## config.mk

```make
export PLATFORM = sky130hd
export DESIGN_NAME = omega_fabric
export DESIGN_NICKNAME = d
export VERILOG_FILES = /design/src/rtl/omega_pkg.sv /design/src/rtl/omega_switch.sv /design/src/rtl/omega_stage.sv /design/src/rtl/omega_fabric.sv
export SDC_FILE = /design/constraint.sdc
export NUM_CORES = 1
export LEC_CHECK = 0
export BUFFER_PORTS_ARGS = -buffer_cell sky130_fd_sc_hd__buf_2
export CAP_MARGIN = 0
export CORE_MARGIN = 3
export CORE_UTILIZATION = 48
export CTS_BUF_LIST = sky130_fd_sc_hd__clkbuf_4
export DETAILED_ROUTE_END_ITERATION = 8
export PLACE_DENSITY = 0.8
export SLEW_MARGIN = 10
export SYNTH_ARGS = -nofsm -noshare
export SYNTH_HDL_FRONTEND = slang
export SYNTH_SLANG_ARGS = --single-unit
```

## constraint.sdc

```tcl
create_clock -name clk_i -period 4.6 [get_ports clk_i]
set_clock_uncertainty 0.05 [all_clocks]
set_input_delay 0.92 -clock clk_i [delete_from_list [all_inputs] [get_ports clk_i]]
set_output_delay 0.92 -clock clk_i [all_outputs]
set_load 0.005 [all_outputs]
```

## src/rtl/omega_pkg.sv

```systemverilog
package omega_pkg;
  // rotate an index of 'bits' width left by one: perfect shuffle
  function automatic int shuffle_idx(input int idx, input int bits);
    int mask;
    mask = (1 << bits) - 1;
    return ((idx << 1) | (idx >> (bits - 1))) & mask;
  endfunction
endpackage

```

## src/rtl/omega_switch.sv

```systemverilog
module omega_switch #(
  parameter int AW      = 3,
  parameter int DW      = 16,
  parameter int SEL_BIT = 2
) (
  input  logic [1:0]         v_i,
  input  logic [1:0][AW-1:0] dest_i,
  input  logic [1:0][AW-1:0] src_i,
  input  logic [1:0][DW-1:0] data_i,
  output logic [1:0]         v_o,
  output logic [1:0][AW-1:0] dest_o,
  output logic [1:0][AW-1:0] src_o,
  output logic [1:0][DW-1:0] data_o,
  output logic               lose_o
);
  logic [1:0] want;

  assign want[0] = dest_i[0][SEL_BIT];
  assign want[1] = dest_i[1][SEL_BIT];
  // port 0 = upper input, has priority
  assign lose_o  = v_i[0] & v_i[1] & (want[0] == want[1]);

  always_comb begin
    for (int p = 0; p < 2; p++) begin
      v_o[p]    = 1'b0;
      dest_o[p] = dest_i[0];
      src_o[p]  = src_i[0];
      data_o[p] = data_i[0];
      if (v_i[0] && want[0] == 1'(p)) begin
        v_o[p] = 1'b1;
      end else if (v_i[1] && want[1] == 1'(p)) begin
        v_o[p]    = 1'b1;
        dest_o[p] = dest_i[1];
        src_o[p]  = src_i[1];
        data_o[p] = data_i[1];
      end
    end
  end
endmodule

```

## src/rtl/omega_stage.sv

```systemverilog
module omega_stage
  import omega_pkg::*;
#(
  parameter int N     = 8,
  parameter int AW    = 3,
  parameter int DW    = 16,
  parameter int STAGE = 0
) (
  input  logic                clk_i,
  input  logic                rst_ni,
  input  logic [N-1:0]        v_i,
  input  logic [N-1:0][AW-1:0] dest_i,
  input  logic [N-1:0][AW-1:0] src_i,
  input  logic [N-1:0][DW-1:0] data_i,
  input  logic [N-1:0]        mask_i,
  output logic [N-1:0]        v_o,
  output logic [N-1:0][AW-1:0] dest_o,
  output logic [N-1:0][AW-1:0] src_o,
  output logic [N-1:0][DW-1:0] data_o,
  output logic [N-1:0]        mask_o
);
  localparam int SEL_BIT = AW - 1 - STAGE;
  localparam int NSW     = N / 2;

  logic [N-1:0]         sh_v,    nx_v;
  logic [N-1:0][AW-1:0] sh_dest, nx_dest;
  logic [N-1:0][AW-1:0] sh_src,  nx_src;
  logic [N-1:0][DW-1:0] sh_data, nx_data;
  logic [N-1:0]         mask_nx;
  logic [NSW-1:0]       lose;

  always_comb begin
    sh_v    = '0;
    sh_dest = '0;
    sh_src  = '0;
    sh_data = '0;
    for (int j = 0; j < N; j++) begin
      sh_v[shuffle_idx(j, AW)]    = v_i[j];
      sh_dest[shuffle_idx(j, AW)] = dest_i[j];
      sh_src[shuffle_idx(j, AW)]  = src_i[j];
      sh_data[shuffle_idx(j, AW)] = data_i[j];
    end
  end

  for (genvar k = 0; k < NSW; k++) begin : g_sw
    omega_switch #(.AW(AW), .DW(DW), .SEL_BIT(SEL_BIT)) u_sw (
      .v_i    (sh_v[2*k+1:2*k]),
      .dest_i (sh_dest[2*k+1:2*k]),
      .src_i  (sh_src[2*k+1:2*k]),
      .data_i (sh_data[2*k+1:2*k]),
      .v_o    (nx_v[2*k+1:2*k]),
      .dest_o (nx_dest[2*k+1:2*k]),
      .src_o  (nx_src[2*k+1:2*k]),
      .data_o (nx_data[2*k+1:2*k]),
      .lose_o (lose[k])
    );
  end

  // loser is always the lower input of its element
  always_comb begin
    mask_nx = mask_i;
    for (int k = 0; k < NSW; k++) begin
      if (lose[k]) mask_nx[sh_src[2*k+1]] = 1'b1;
    end
  end

  always_ff @(posedge clk_i or negedge rst_ni) begin
    if (!rst_ni) begin
      v_o    <= '0;
      dest_o <= '0;
      src_o  <= '0;
      data_o <= '0;
      mask_o <= '0;
    end else begin
      v_o    <= nx_v;
      dest_o <= nx_dest;
      src_o  <= nx_src;
      data_o <= nx_data;
      mask_o <= mask_nx;
    end
  end

  logic started_q;
  always_ff @(posedge clk_i or negedge rst_ni) begin
    if (!rst_ni) started_q <= 1'b0;
    else         started_q <= 1'b1;
  end

  for (genvar j = 0; j < N; j++) begin : g_chk
    localparam logic [AW-1:0] LANE = AW'(j);
    a_r3_lane_matches_dest: assert property (@(posedge clk_i) disable iff (!rst_ni)
      v_o[j] |-> (dest_o[j][AW-1 -: STAGE+1] == LANE[STAGE:0]));
  end

  a_r8_word_conservation: assert property (@(posedge clk_i) disable iff (!rst_ni)
    started_q |-> ($countones(v_o) + $countones(mask_o)
                   == $past($countones(v_i) + $countones(mask_i))));

  a_r5_block_sticky: assert property (@(posedge clk_i) disable iff (!rst_ni)
    started_q |-> ((mask_o & $past(mask_i)) == $past(mask_i)));

  a_r6_idle_stays_idle: assert property (@(posedge clk_i) disable iff (!rst_ni)
    (v_i == '0 && mask_i == '0) |=> (v_o == '0 && mask_o == '0));
endmodule

```

## src/rtl/omega_fabric.sv

```systemverilog
module omega_fabric #(
  parameter int N_PORTS = 8,
  parameter int DATA_W  = 16
) (
  input  logic                        clk_i,
  input  logic                        rst_ni,
  input  logic [N_PORTS-1:0]          in_valid_i,
  input  logic [N_PORTS*$clog2(N_PORTS)-1:0] in_dest_i,
  input  logic [N_PORTS*DATA_W-1:0]   in_data_i,
  output logic [N_PORTS-1:0]          out_valid_o,
  output logic [N_PORTS*$clog2(N_PORTS)-1:0] out_dest_o,
  output logic [N_PORTS*DATA_W-1:0]   out_data_o,
  output logic [N_PORTS-1:0]          blocked_o
);
  localparam int AW         = $clog2(N_PORTS);
  localparam int NUM_STAGES = AW;

  logic [N_PORTS-1:0]             v_c    [NUM_STAGES+1];
  logic [N_PORTS-1:0][AW-1:0]     dest_c [NUM_STAGES+1];
  logic [N_PORTS-1:0][AW-1:0]     src_c  [NUM_STAGES+1];
  logic [N_PORTS-1:0][DATA_W-1:0] data_c [NUM_STAGES+1];
  logic [N_PORTS-1:0]             mask_c [NUM_STAGES+1];

  assign v_c[0]    = in_valid_i;
  assign mask_c[0] = '0;
  for (genvar i = 0; i < N_PORTS; i++) begin : g_in
    assign dest_c[0][i] = in_dest_i[i*AW +: AW];
    assign src_c[0][i]  = AW'(i);
    assign data_c[0][i] = in_data_i[i*DATA_W +: DATA_W];
  end

  for (genvar s = 0; s < NUM_STAGES; s++) begin : g_stage
    omega_stage #(.N(N_PORTS), .AW(AW), .DW(DATA_W), .STAGE(s)) u_stage (
      .clk_i  (clk_i),
      .rst_ni (rst_ni),
      .v_i    (v_c[s]),
      .dest_i (dest_c[s]),
      .src_i  (src_c[s]),
      .data_i (data_c[s]),
      .mask_i (mask_c[s]),
      .v_o    (v_c[s+1]),
      .dest_o (dest_c[s+1]),
      .src_o  (src_c[s+1]),
      .data_o (data_c[s+1]),
      .mask_o (mask_c[s+1])
    );
  end

  assign out_valid_o = v_c[NUM_STAGES];
  assign blocked_o   = mask_c[NUM_STAGES];
  for (genvar i = 0; i < N_PORTS; i++) begin : g_out
    assign out_dest_o[i*AW +: AW]         = dest_c[NUM_STAGES][i];
    assign out_data_o[i*DATA_W +: DATA_W] = data_c[NUM_STAGES][i];
  end
endmodule

```

==> summary by stage, run 1 <==
Run status
The flow ran to the end, and the final reports show no timing, DRC or antenna violations.

Worst setup path
The slowest stage of the critical path is the dfrtp_1 cell. The delay of the slowest critical-path stage is 400 ps. The worst setup path is captured at an output port.

In this design, the largest share of critical-path delay is due to flip-flops. The setup path with the least slack is of type flop to output port. The number of cells on the worst reg-to-reg path is 3. The number of buffers and inverters on the critical path is 1. At the worst endpoint, the arrival time is roughly 1400 ps. Walking the worst path, the cells encountered are buf_2. The critical path depth in cells is 1. The largest fanout on the critical path is 1. The worst setup path is launched from a flop.

The required arrival time at the worst endpoint is ~3600 ps.

Floorplan
The die is 213 um wide. The number of placement rows is 75. The core region is 42100 um^2. The top-level port count is 330. The initial standard-cell utilization of the core is 48.9%. The floorplan step set the die height to roughly 210 um.

The die covers 45400 um^2.

Timing
The count of final setup violators is 0. The number of hold-slack violations in the final timing report is 0. At the pin with the least slew margin, the transition time is 1120 ps. Timing would allow up to between 400 and 500 MHz.

The final count of pins violating max slew was 0. In the finished design, the share of the clock period the worst path needs comes to 51.2%. The final period demand of the worst path is 2360 ps. Setup repair after global routing left no endpoint under its margin. The tightest hold margin is 127 ps. In this run the tightest slew margin relative to its limit is between 20 and 30%. The aggregate negative setup slack is 0 ps.

Pwr
Across the VDD grid, the largest voltage drop is 0.190 mV. Power spread over the standard cell area amounts to 451 nW/um^2. The fraction of power consumed by combinational cells is approximately an eighth. Sequential cells account for between 50% and 60% of the total power.

The switching part of the total is around a quarter. Per report_power, the clock group accounts for between 30% and 40% of the total. Summed over all cells, the static leakage comes to about 0.011 uW. The switching power total is 2730 uW. The internal cell power is between 7000 and 8000 uW.

Global routing
The total overflow reported by the global router is 0. The number of global-route vias before repair is between 10000 and 15000. For this run, the total global-route usage over all layers was measured as a little under a quarter. Entering global routing, the biggest net connects 122 pins. The number of antenna violations at the first check in global routing is 14. The first-pass GRT wire length is approximately 77000 um.

Synth
Among all flip-flop cells after synthesis, the most frequent one is dfrtp_1. A synthesized cell averages around 15 um^2. The number of unique standard cell types used by synthesis is 32.

The Yosys step of the flow raised 0 warnings. The net count after synthesis is 1528. Yosys attributes the largest share of cell area to dfrtp_1 (63%), mux2_2 (24%), buf_4 (5.8%).

For this run, asynchronously set or reset flops after synthesis account for 100%. The synthesized instance count is 1366. In this run the biggest area consumer among cell types represents 63.1% of the synthesized area. The sequential fraction of the synthesis area is between 60% and 70%. The most common cell in the synthesized netlist is dfrtp_1.

After synthesis the cells add up to 20600 um^2. In this run, synthesis produced a sequential element count of 519. The number of enable-type register cells in the synthesized netlist is 0. The commonest cells after synthesis are dfrtp_1 (519), mux2_2 (435), buf_4 (159). The cell type contributing the most total cell area after synthesis is dfrtp_1.

Place
The count of buffers added on input and output ports is 329. Summing all placed instances gives a cell area of ~22000 um^2. The detailed-placement wirelength estimate is 37500 um. At the end of routability-driven placement, the weighted congestion stood at 0.913.

Cells and area
The growth of design area from synthesis to finish is 13.7%. The final instance area is around 23000 um^2. For this run, the post-layout net count is 1815. The share of final-layout standard cells stronger than drive strength 1 is between 50% and 60%. The end-of-flow core utilization is 55.6%.

Drt
The detailed-routed wire length on met3 is 3470 um. The via-per-instance ratio is 5.11. The residual DRC count is 0. In this run the top signal layer used is met5. The wire length per cell after detailed routing is 22.6 um.

In the detailed route, the total length drawn on met2 is 23600 um. Across all layers, the routed design uses around 12000 vias. The total wirelength of the detailed-routed design is 51800 um.

The detailed router's first-iteration violation count is slightly above 600. The residual antenna-violating net count after detailed routing is 0. The first TritonRoute pass finished after 5 iterations. The length of routed wiring on met1 is 23400 um.

CTS
In this run, post-CTS repair resized a total of 0 instances. The clock root buffer is clkbuf_4. The number of buffers between clock root and the deepest sink is 3.

The total CTS buffers is about 130. The number of setup buffers added after CTS is 0. CTS built an H-tree with a depth of 4. The tree built by TritonCTS fans out to 519 sinks.

The clock-pin slew of the registers on the worst-case setup and hold paths is approximately 70 ps. TritonCTS built the clock tree. The clock latency on the worst-skew pair is 860 ps. Hold repair after CTS inserted 0 buffers.

Job
Max-cap violations in this run came to 0.

Min path
The path category of the worst min-delay check is input port to asynchronous set/reset pin.
-- cell type report --
cell class	instances	area, um^2
Multi-Input combinational cell	632	6160
Clock buffer	193	1450
Tap cell	539	674
Sequential cell	519	13000
Antenna cell	14	35.0
Timing Repair Buffer	338	1790
Clock inverter	33	209
Inverter	29	109
Fill cell	3412	18700
-- logic make-up (layout without fill, tap and decap cells) --
kind of cell | after synthesis | after routing | synth area share (%)
flops | 519 | 519 | 63.1
mux | 436 | 436 | 23.8
buf+inv | 215 | 593 | 7.04
simple gates | 137 | 137 | 3.67
compound gates | 45 | 45 | 1.83
xor+xnor | 12 | 12 | 0.510
other cells | 2 | 16 | 0.0365
-- path summary, 6_finish.rpt --
kind,start,to,slack [ps]
max,g_stage[2].u_stage.data_o[46],out_data_o[46],2240
min,rst_ni,g_stage[1].u_stage.data_o[120],130
max reg2reg,g_stage[0].u_stage.v_o[2],g_stage[1].u_stage.data_o[86],2390
min reg2reg,g_stage[0].u_stage.mask_o[5],g_stage[1].u_stage.mask_o[5],290
max in group asynchronous,rst_ni,g_stage[2].u_stage.data_o[42],3270
min in group clk_i,in_data_i[42],g_stage[0].u_stage.data_o[74],260
-- per-stage QoR --
stage / total power (uW) / worst slack [ps] / std cells
floorplan: 6310 / 2550 / 1366
global placement: 6730 / 2140 / 2057
detailed placement: 6760 / 2080 / 2057
CTS: 10700 / 2160 / 2283
global route: 11100 / 2160 / 2292
finish: 10600 / 2240 / 2297
-- routing by layer --
layer,track usage [%],vias to the layer above
met5,0,-
met4,8.47,6
met3,6.80,84
met2,34.1,399
met1,32.8,6027
li1,-,5217
-- sequential cells by signal (all words and copies together), names as in the netlist --
signal,flops
g_stage.u_stage.data_o,384
g_stage.u_stage.dest_o,72
g_stage.u_stage.v_o,24
g_stage.u_stage.mask_o,20
g_stage.u_stage.src_o,19
-- layout by cell type, fill, tap and decap left out, drive strengths merged, types with 3 or more instances in the layout --
cell / n
dfrtp: 519
xnor2: 8
nand3: 16
nand2: 53
o21ai: 13
clkinv: 25
inv: 33
xor2: 4
o22ai: 13
nor2: 5
and2: 16
or3: 6
buf: 338
and3: 4
nor3: 3
nand2b: 19
diode: 14
a21oi: 12
o32ai: 5
bufinv: 3
clkbuf: 193
nand4: 4
nand4b: 4
nand3b: 4
mux2: 436
-- power by group through the flow --
stage	clock network [uW]	registers (uW)	logic (uW)
4_1_cts	3990	5360	1350
6_report	3870	5370	1330
2_1_floorplan	0	5310	999
5_1_grt	4260	5410	1440
3_3_place_gp	0	5430	1310
3_5_place_dp	0	5430	1330
Power figures use the tool's default switching activity.
==> run 2: changes to the inputs <==
- ABC_AREA: default -> 1
- clock period: 4.6 -> 2.3 ns (I/O delays scaled with it)
==> run 2 against run 1 <==
Routed wire length increased by 22%. Highest routed layer unchanged. Non-clock buffer count increased by 258. Worst setup slack got worse by 2200 ps. Clock power increased by 120%.
==> summary by stage, run 2 <==
Pwr
The switching part of the total is 27.8% (+2.0 points). The proportion of power drawn by flip-flops and latches came to 48.3% (-2.5 points). The maximum VDD drop is 0.385 mV (+100%). The switching power total is 6210 uW (+130%).

The power per unit of standard cell area is 856 nW/um^2 (+90%). The internal cell power is 16100 uW (+110%). The cell leakage power is 0.0139 uW (+29%). The clock group share of total power is 37.4% (+0.8 points). The fraction of power consumed by combinational cells was 14.4% (+1.8 points).

Synth
In the synthesized netlist the dominant register cell turns out to be dfrtp_1. The share of flip-flops with an asynchronous set or reset after synthesis is 100% (unchanged). The post-synthesis instance area is 20800 um^2 (+0.99%). The fraction of synthesized cell area taken by the top area cell type is 62.5% (-0.62 points). The sequential fraction of the synthesis area is 62.5% (-0.62 points). The per-instance average area after synthesis is 9.45 um^2 (-37%).

The net count after synthesis is 2363 (+55%). After synthesis, the cell types taking the most area are dfrtp_1 (62%), nand2_1 (10%), o21ai_0 (10%). The number of unique standard cell types used by synthesis is 25 (-22%). The number of enable-type register cells in the synthesized netlist is 0 (unchanged). The number of warnings reported in the yosys synthesis log is 0 (unchanged).

The most common cell in the netlist is nand2_1. The cell type contributing the most total cell area after synthesis is dfrtp_1. The number of flip-flops and latches in the synthesized netlist was 519 (unchanged). Sorting the synthesized cells by how often they occur yields nand2_1 (562), dfrtp_1 (519), o21ai_0 (416). The synthesized instance count is 2201 (+61%).

Timing
Setup repair after global routing left no endpoint under its margin. The headroom to the max-slew limit is 52.3% (+27 points). The count of final setup violators is 0 (unchanged).

The number of hold-slack violations in the final timing report is 0 (unchanged). The minimum setup slack in the final design came to 60.7 ps (-2180 ps). The final period demand of the worst path is 2240 ps.

The final worst-path cycle share is between 90% and 100%. Static timing analysis puts the maximum clock frequency at 447 MHz. The aggregate negative setup slack is 0 ps (unchanged). The final count of pins violating max slew is 0 (unchanged). The pin slew with the least headroom to its limit is 713 ps (-408 ps).

CTS
The number of buffers between clock root and the deepest sink is 3 (unchanged). The number of setup buffers added after CTS came to 0 (unchanged). The clock-pin slew of the registers on the worst-case setup and hold paths is 70 ps (about the same).

The clock root buffer is clkbuf_4. TritonCTS built the clock tree. The CTS sink count was 519 (unchanged). The number of H-tree branching levels is 4 (unchanged). The clock latency on the worst-skew pair is 810 ps (-50 ps). The total CTS buffers is 135 (+1.5%).

Floorplan
The placeable core region is 42400 um^2 (+0.67%). The initial standard-cell utilization of the core came to 49.0% (+0.16 points). The top-level port count was 330 (unchanged).

The number of placement rows came to 75 (unchanged). The y dimension of the die is 214 um (+0.48%). The die extent in x is 214 um (+0.48%). The area enclosed by the die boundary came to 45900 um^2 (+0.96%).

Cells and area
Counting flops per register, the top entry is g_stage.u_stage.data_o. The flip-flop count of the largest register, all copies and words added is 384 (unchanged). The number of inserted filler cells in the final layout was 3398 (-0.41%). The combined flip-flop and latch cell area is 13000 um^2 (unchanged). The share of final-layout standard cells stronger than drive strength 1 is 21.5% (-36 points).

The top cell types in the final layout, fill and taps aside, are nand2_1 (562), dfrtp_1 (519), o21ai_0 (416). The combined area of the multi-input logic cells came to 5080 um^2 (-18%). The largest registers in the layout are g_stage.u_stage.data_o: 384 flops, g_stage.u_stage.dest_o: 72 flops, g_stage.u_stage.v_o: 24 flops. The area growth from synthesis to layout is 25.5%. The count of nets after finishing was 2862 (+58%). Leaving out fill and tap cells, the most frequent cell in the layout is nand2_1.

Worst setup path
The endpoint kind of the worst setup timing path is a flop. The startpoint kind of the worst setup timing path is an input port. The setup path with the least slack is of type input port to flop. The arrival time of the worst setup path is 2910 ps (+1520 ps).

The required arrival time at the worst endpoint came to 2970 ps (-660 ps). The largest fanout on the critical path was 37 (+36).

Place
The routability-driven placement congestion ratio came to 0.943 (+3.3%). The detailed-placement wirelength estimate is 43400 um (+16%). The count of input and output buffers is 329 (unchanged). The setup slack after placement is 526 ps (-1560 ps).

Drt
The residual DRC count is 0 (unchanged). The wire length per cell after detailed routing is 18.8 um (-17%). The detailed router's first-iteration violation count was 1472 (+140%).

The total via count after detailed routing is 16900 (+44%). The residual antenna-violating net count after detailed routing was 0 (unchanged). The number of detailed-route iterations in the first pass is 5 (unchanged). The total wirelength of the detailed-routed design is 63500 um (+22%). The via-per-instance ratio is 4.99 (-2.3%).

Run status
The run finished with clean final reports.

Global routing
The total overflow reported by the global router was 0 (unchanged). The total global-route track usage is 27.9% (+4.8 points). The first-pass GRT wire length is 97800 um (+27%). The maximum number of pins on one net before global-route repair is 79 (-35%).

The number of global-route vias before repair came to 17800 (+42%). The number of antenna violations at the first check in global routing is 5 (-9).

Min path
The path category of the worst min-delay check is input port to flop.

Job
The count of maximum capacitance violations came to 0 (unchanged).
## run 2: final cells by class
class / instances / area share [%]
antenna: 4 / 0.0383
clock buffer: 196 / 5.64
clock inverter: 44 / 1.32
inverter: 302 / 4.34
multi-input combinational: 1146 / 19.5
sequential: 519 / 49.8
tap: 577 / 2.77
timing repair buffer: 596 / 16.7
## run 2: cells by family after synthesis
logic type | count (synthesis) | synth area share (%)
other cells | 2 | 0.0361
flops | 519 | 62.5
simple gates | 681 | 13.1
compound gates | 463 | 11.3
buf+inv | 536 | 13.1
## run 2: path summary, 6_finish.rpt
kind,from,slack (ps),endpoint,depth (start not counted)
max in group asynchronous,rst_ni,1290,g_stage[1].u_stage.data_o[31],3
setup reg to reg,g_stage[1].u_stage.dest_o[21],600,g_stage[2].u_stage.data_o[102],5
hold reg to reg,g_stage[0].u_stage.mask_o[5],300,g_stage[1].u_stage.mask_o[5],0
hold / removal,in_data_i[95],100,g_stage[0].u_stage.data_o[63],3
min in group asynchronous,rst_ni,120,g_stage[1].u_stage.data_o[37],2
setup / recovery,in_dest_i[17],60,g_stage[0].u_stage.dest_o[7],6
## run 2: critical path, stage by stage
cell and delay (ps):
dlygate4sd3_1 560, buf_2 160, nor2_1 180, nand2_2 430
o21ai_0 470, dlygate4sd3_1 630
## run 2: stage by stage
step | hold WS [ps] | util, % | std cells | power, uW | area [um^2]
floorplan | 114 | - | 2201 | 12700 | 20800
global placement | 290 | 51.5 | 2900 | 13600 | 21900
detailed placement | 291 | 51.5 | 2900 | 13700 | 21900
CTS | 27.3 | 61.5 | 3381 | 22500 | 26100
global route | 39.2 | 61.5 | 3382 | 23600 | 26100
finish | 102 | 61.5 | 3384 | 22300 | 26100
## run 2: layer usage
| layer | vias up | routed length, um | track usage [%] |
|---|---|---|---|
| li1 | 7783 | - | - |
| met1 | 8167 | 23200 | 31.5 |
| met2 | 781 | 32600 | 49.9 |
| met3 | 155 | 4870 | 6.96 |
| met4 | 2 | 2870 | 13.0 |
| met5 | - | 12 | 0 |
## run 2: repair_timing
action	in CTS	in global routing
hold buffers	241	0
hold endpoints to repair	685	0
gates resized for setup	0	3
endpoints found under the setup margin	0	1
## run 2: power by group through the flow
stage	Combinational (uW)	Sequential, uW	Clock, uW
4_1_cts	3150	10800	8510
6_report	3210	10800	8350
5_1_grt	3580	10900	9090
3_5_place_dp	2770	11000	0
2_1_floorplan	2030	10700	0
3_3_place_gp	2710	10900	0
==> run 3: changes to the inputs <==
==> constraint.sdc (replaced) <==
create_clock -name clk_i -period 2.3 [get_ports clk_i]
set_clock_uncertainty 0.05 [all_clocks]
set_input_delay 0.23 -clock clk_i [delete_from_list [all_inputs] [get_ports clk_i]]
set_output_delay 0.23 -clock clk_i [all_outputs]
set_load 0.005 [all_outputs]
==> run 3 against run 2 <==
Final area is 0.68% lower. Combinational power is 2% higher. Register-to-register slack worse by 220 ps. Cell count is 0.68% lower. Global-route usage is 0.54 points higher. Critical path depth is 4 higher. Routed wire length is 1.9% higher. Non-clock buffer count is 7 higher. Utilization is 0.42 points lower. Critical path type unchanged.
==> summary by stage, run 3 (synthesized netlist as in run 2, its figures left out) <==
Run status
The run finished with clean final reports.

Worst setup path
The delay of the slowest critical-path stage is 620 ps (about the same). The endpoint kind of the worst setup timing path is a flop. The worst-case register-to-register setup slack was 380 ps (-220 ps). The cell type with the highest occurrence count on the critical path is dlygate4sd3_1.

The required arrival time at the worst endpoint is 3010 ps (+40 ps). The startpoint kind of the worst setup timing path is an input port. The largest fanout on the critical path is 22 (-41%).

Traced cell by cell, the critical path runs through dlygate4sd3_1, buf_2, nand2_2, a21oi_2, dlygate4sd3_1, inv_4, buf_4, nand2_1, o21ai_1, dlygate4sd3_1. The critical path in this run is classified as input port to flop. The largest individual stage delay along the critical path comes from the cell dlygate4sd3_1. The arrival time of the worst setup path is 2900 ps (about the same).

Timing
The headroom to the max-slew limit is 42.6% (-9.7 points). The count of final setup violators is 0 (unchanged). The final worst-path cycle share is 94.9% (-2.4 points). The pin slew with the least headroom to its limit is 858 ps (+145 ps). The final count of pins violating max slew is 0 (unchanged). The fmax is 458 MHz (+2.6%). The final period demand of the worst path is 2180 ps (-56.3 ps). Setup repair after global routing left no endpoint under its margin. The aggregate negative setup slack came to 0 ps (unchanged). The number of hold-slack violations in the final timing report was 0 (unchanged).

Floorplan
The placeable core region was 42400 um^2 (unchanged). The number of placement rows was 75 (unchanged). The die extent in x is 214 um (unchanged). The top-level port count is 330 (unchanged). The y dimension of the die is 214 um (unchanged). The initial standard-cell utilization of the core is 49.0% (unchanged). The area enclosed by the die boundary is 45900 um^2 (unchanged).

Pwr
The power per unit of standard cell area is 827 nW/um^2 (-3.4%). The maximum VDD drop was 0.388 mV (+0.92%). The total power of the final layout is 21400 uW (-4.1%). The cell leakage power is 0.0138 uW (-0.59%).

Global routing
The first-pass GRT wire length is 99200 um (+1.5%). The number of antenna violations at the first check in global routing is 3 (-2). The maximum number of pins on one net before global-route repair is 76 (-3.8%).

The number of global-route vias before repair is 17900 (+0.46%). The total global-route track usage was 28.4% (+0.54 points). The total overflow reported by the global router is 0 (unchanged).

CTS
TritonCTS built the clock tree. The number of setup buffers added after CTS came to 0 (unchanged). The clock-pin slew of the registers on the worst-case setup and hold paths is 60 ps (about the same). The number of H-tree branching levels was 4 (unchanged).

The clock latency on the worst-skew pair is 840 ps (+30 ps). The CTS sink count came to 519 (unchanged). The root buffer cell chosen for the clock tree is clkbuf_4. The total CTS buffers was 133 (-1.5%). The number of buffers between clock root and the deepest sink is 3 (unchanged).

Cells and area
The count of nets after finishing is 2867 (+0.17%). The library cell used most frequently in the layout, excluding fill and tap cells, is nand2_1. The largest registers in the layout are g_stage.u_stage.data_o: 384 flops, g_stage.u_stage.dest_o: 72 flops, g_stage.u_stage.v_o: 24 flops. The share of final-layout standard cells stronger than drive strength 1 is 20.7% (-0.81 points). The register with the most flip-flops in the final layout is g_stage.u_stage.data_o. In the layout the commonest cells are nand2_1 (562), dfrtp_1 (519), o21ai_0 (416). The flip-flop count of the largest register, all copies and words added was 384 (unchanged). The final instance area is 25900 um^2 (-0.68%). The number of inserted filler cells in the final layout was 3373 (-0.74%). From synthesis to final layout, the design area changed by 24.7%.

Place
The total placed instance area is 21800 um^2 (-0.13%). The routability-driven placement congestion ratio is 0.971 (+3.0%). The detailed-placement wirelength estimate was 43200 um (-0.52%).

The count of input and output buffers is 329 (unchanged).

Job
The count of maximum capacitance violations is 0 (unchanged).

Drt
The residual antenna-violating net count after detailed routing is 0 (unchanged). The total via count after detailed routing came to 16900 (-0.077%). The wire length per cell after detailed routing was 19.2 um (+2.6%). The number of detailed-route iterations in the first pass is 6 (+1).

The detailed router's first-iteration violation count is 1675 (+14%). The total wirelength of the detailed-routed design is 64700 um (+1.9%). The residual DRC count came to 0 (unchanged). The via-per-instance ratio is 5.02 (+0.61%).

Min path
In this run the worst hold path is classified as input port to flop.
-- run 3: cell count changes in the layout (fill, tap and decap cells not counted), moves of 2 or more --
cell,previous run,this run
diode_2,4,2
buf_4,20,12
clkbuf_4,196,179
dlygate4sd3_1,240,253
clkinvlp_4,4,0
inv_2,7,13
clkinv_1,25,18
clkinv_2,6,3
bufinv_16,6,2
-- run 3: routing by layer --
layer  part of all wire (%)  vias to the layer above  global-route usage [%]
li1                       -                     7757                       -
met1                     37                     8136                    32.0
met2                     52                      805                    51.0
met3                    6.9                      175                    6.19
met4                    4.7                        2                    14.4
met5                  0.028                        -                       0
-- run 3: what timing repair did --
| item | 4_1_cts | 5_1_grt |
|---|---|---|
| endpoints found under the hold margin | 686 | 0 |
| gates resized for setup | 0 | 2 |
| endpoints found under the setup margin | 0 | 1 |
| hold buffers | 254 | 0 |
-- run 3: through the flow --
stage / hold WS (ps) / utilization, % / std cells / setup slack (ps)
floorplan: -116 / - / 2201 / 1100
global placement: 177 / 51.5 / 2893 / 466
detailed placement: 182 / 51.5 / 2893 / 430
CTS: 40.3 / 61.1 / 3359 / 181
global route: 113 / 61.1 / 3361 / 62.9
finish: 139 / 61.1 / 3361 / 117
-- run 3: final timing paths --
check / startpoint / endpoint / depth (start not counted)
worst max-delay path: in_dest_i[23] / g_stage[0].u_stage.data_o[122] / 10
worst min-delay path: in_data_i[41] / g_stage[0].u_stage.data_o[89] / 4
worst max register to register: g_stage[0].u_stage.dest_o[1] / g_stage[1].u_stage.data_o[24] / 3
worst min register to register: g_stage[0].u_stage.mask_o[5] / g_stage[1].u_stage.mask_o[5] / 0
max in group asynchronous: rst_ni / g_stage[1].u_stage.data_o[69] / 4
min in group asynchronous: rst_ni / g_stage[0].u_stage.data_o[0] / 4
-- run 3: worst max-delay path: cells and delay by family --
kind | cells | cell delay (ps)
buffers and inverters | 6 | 2360
and+or+nand+nor | 2 | 170
AOI/OAI and AO/OA | 2 | 130
-- run 3: layout make-up --
cell class,count,area [um^2],area share (%)
Tap cell,577,722,2.78
Timing Repair Buffer,603,4470,17.2
Antenna cell,2,5.00,0.0193
Clock buffer,179,1340,5.18
Inverter,302,1140,4.38
Multi-Input combinational cell,1146,5080,19.6
Sequential cell,519,13000,50.1
Clock inverter,33,180,0.695
-- run 3: where the power goes --
group          internal [uW]  switching, uW
Clock                   3800           3580
Combinational           1310           1950
Sequential             10200            553
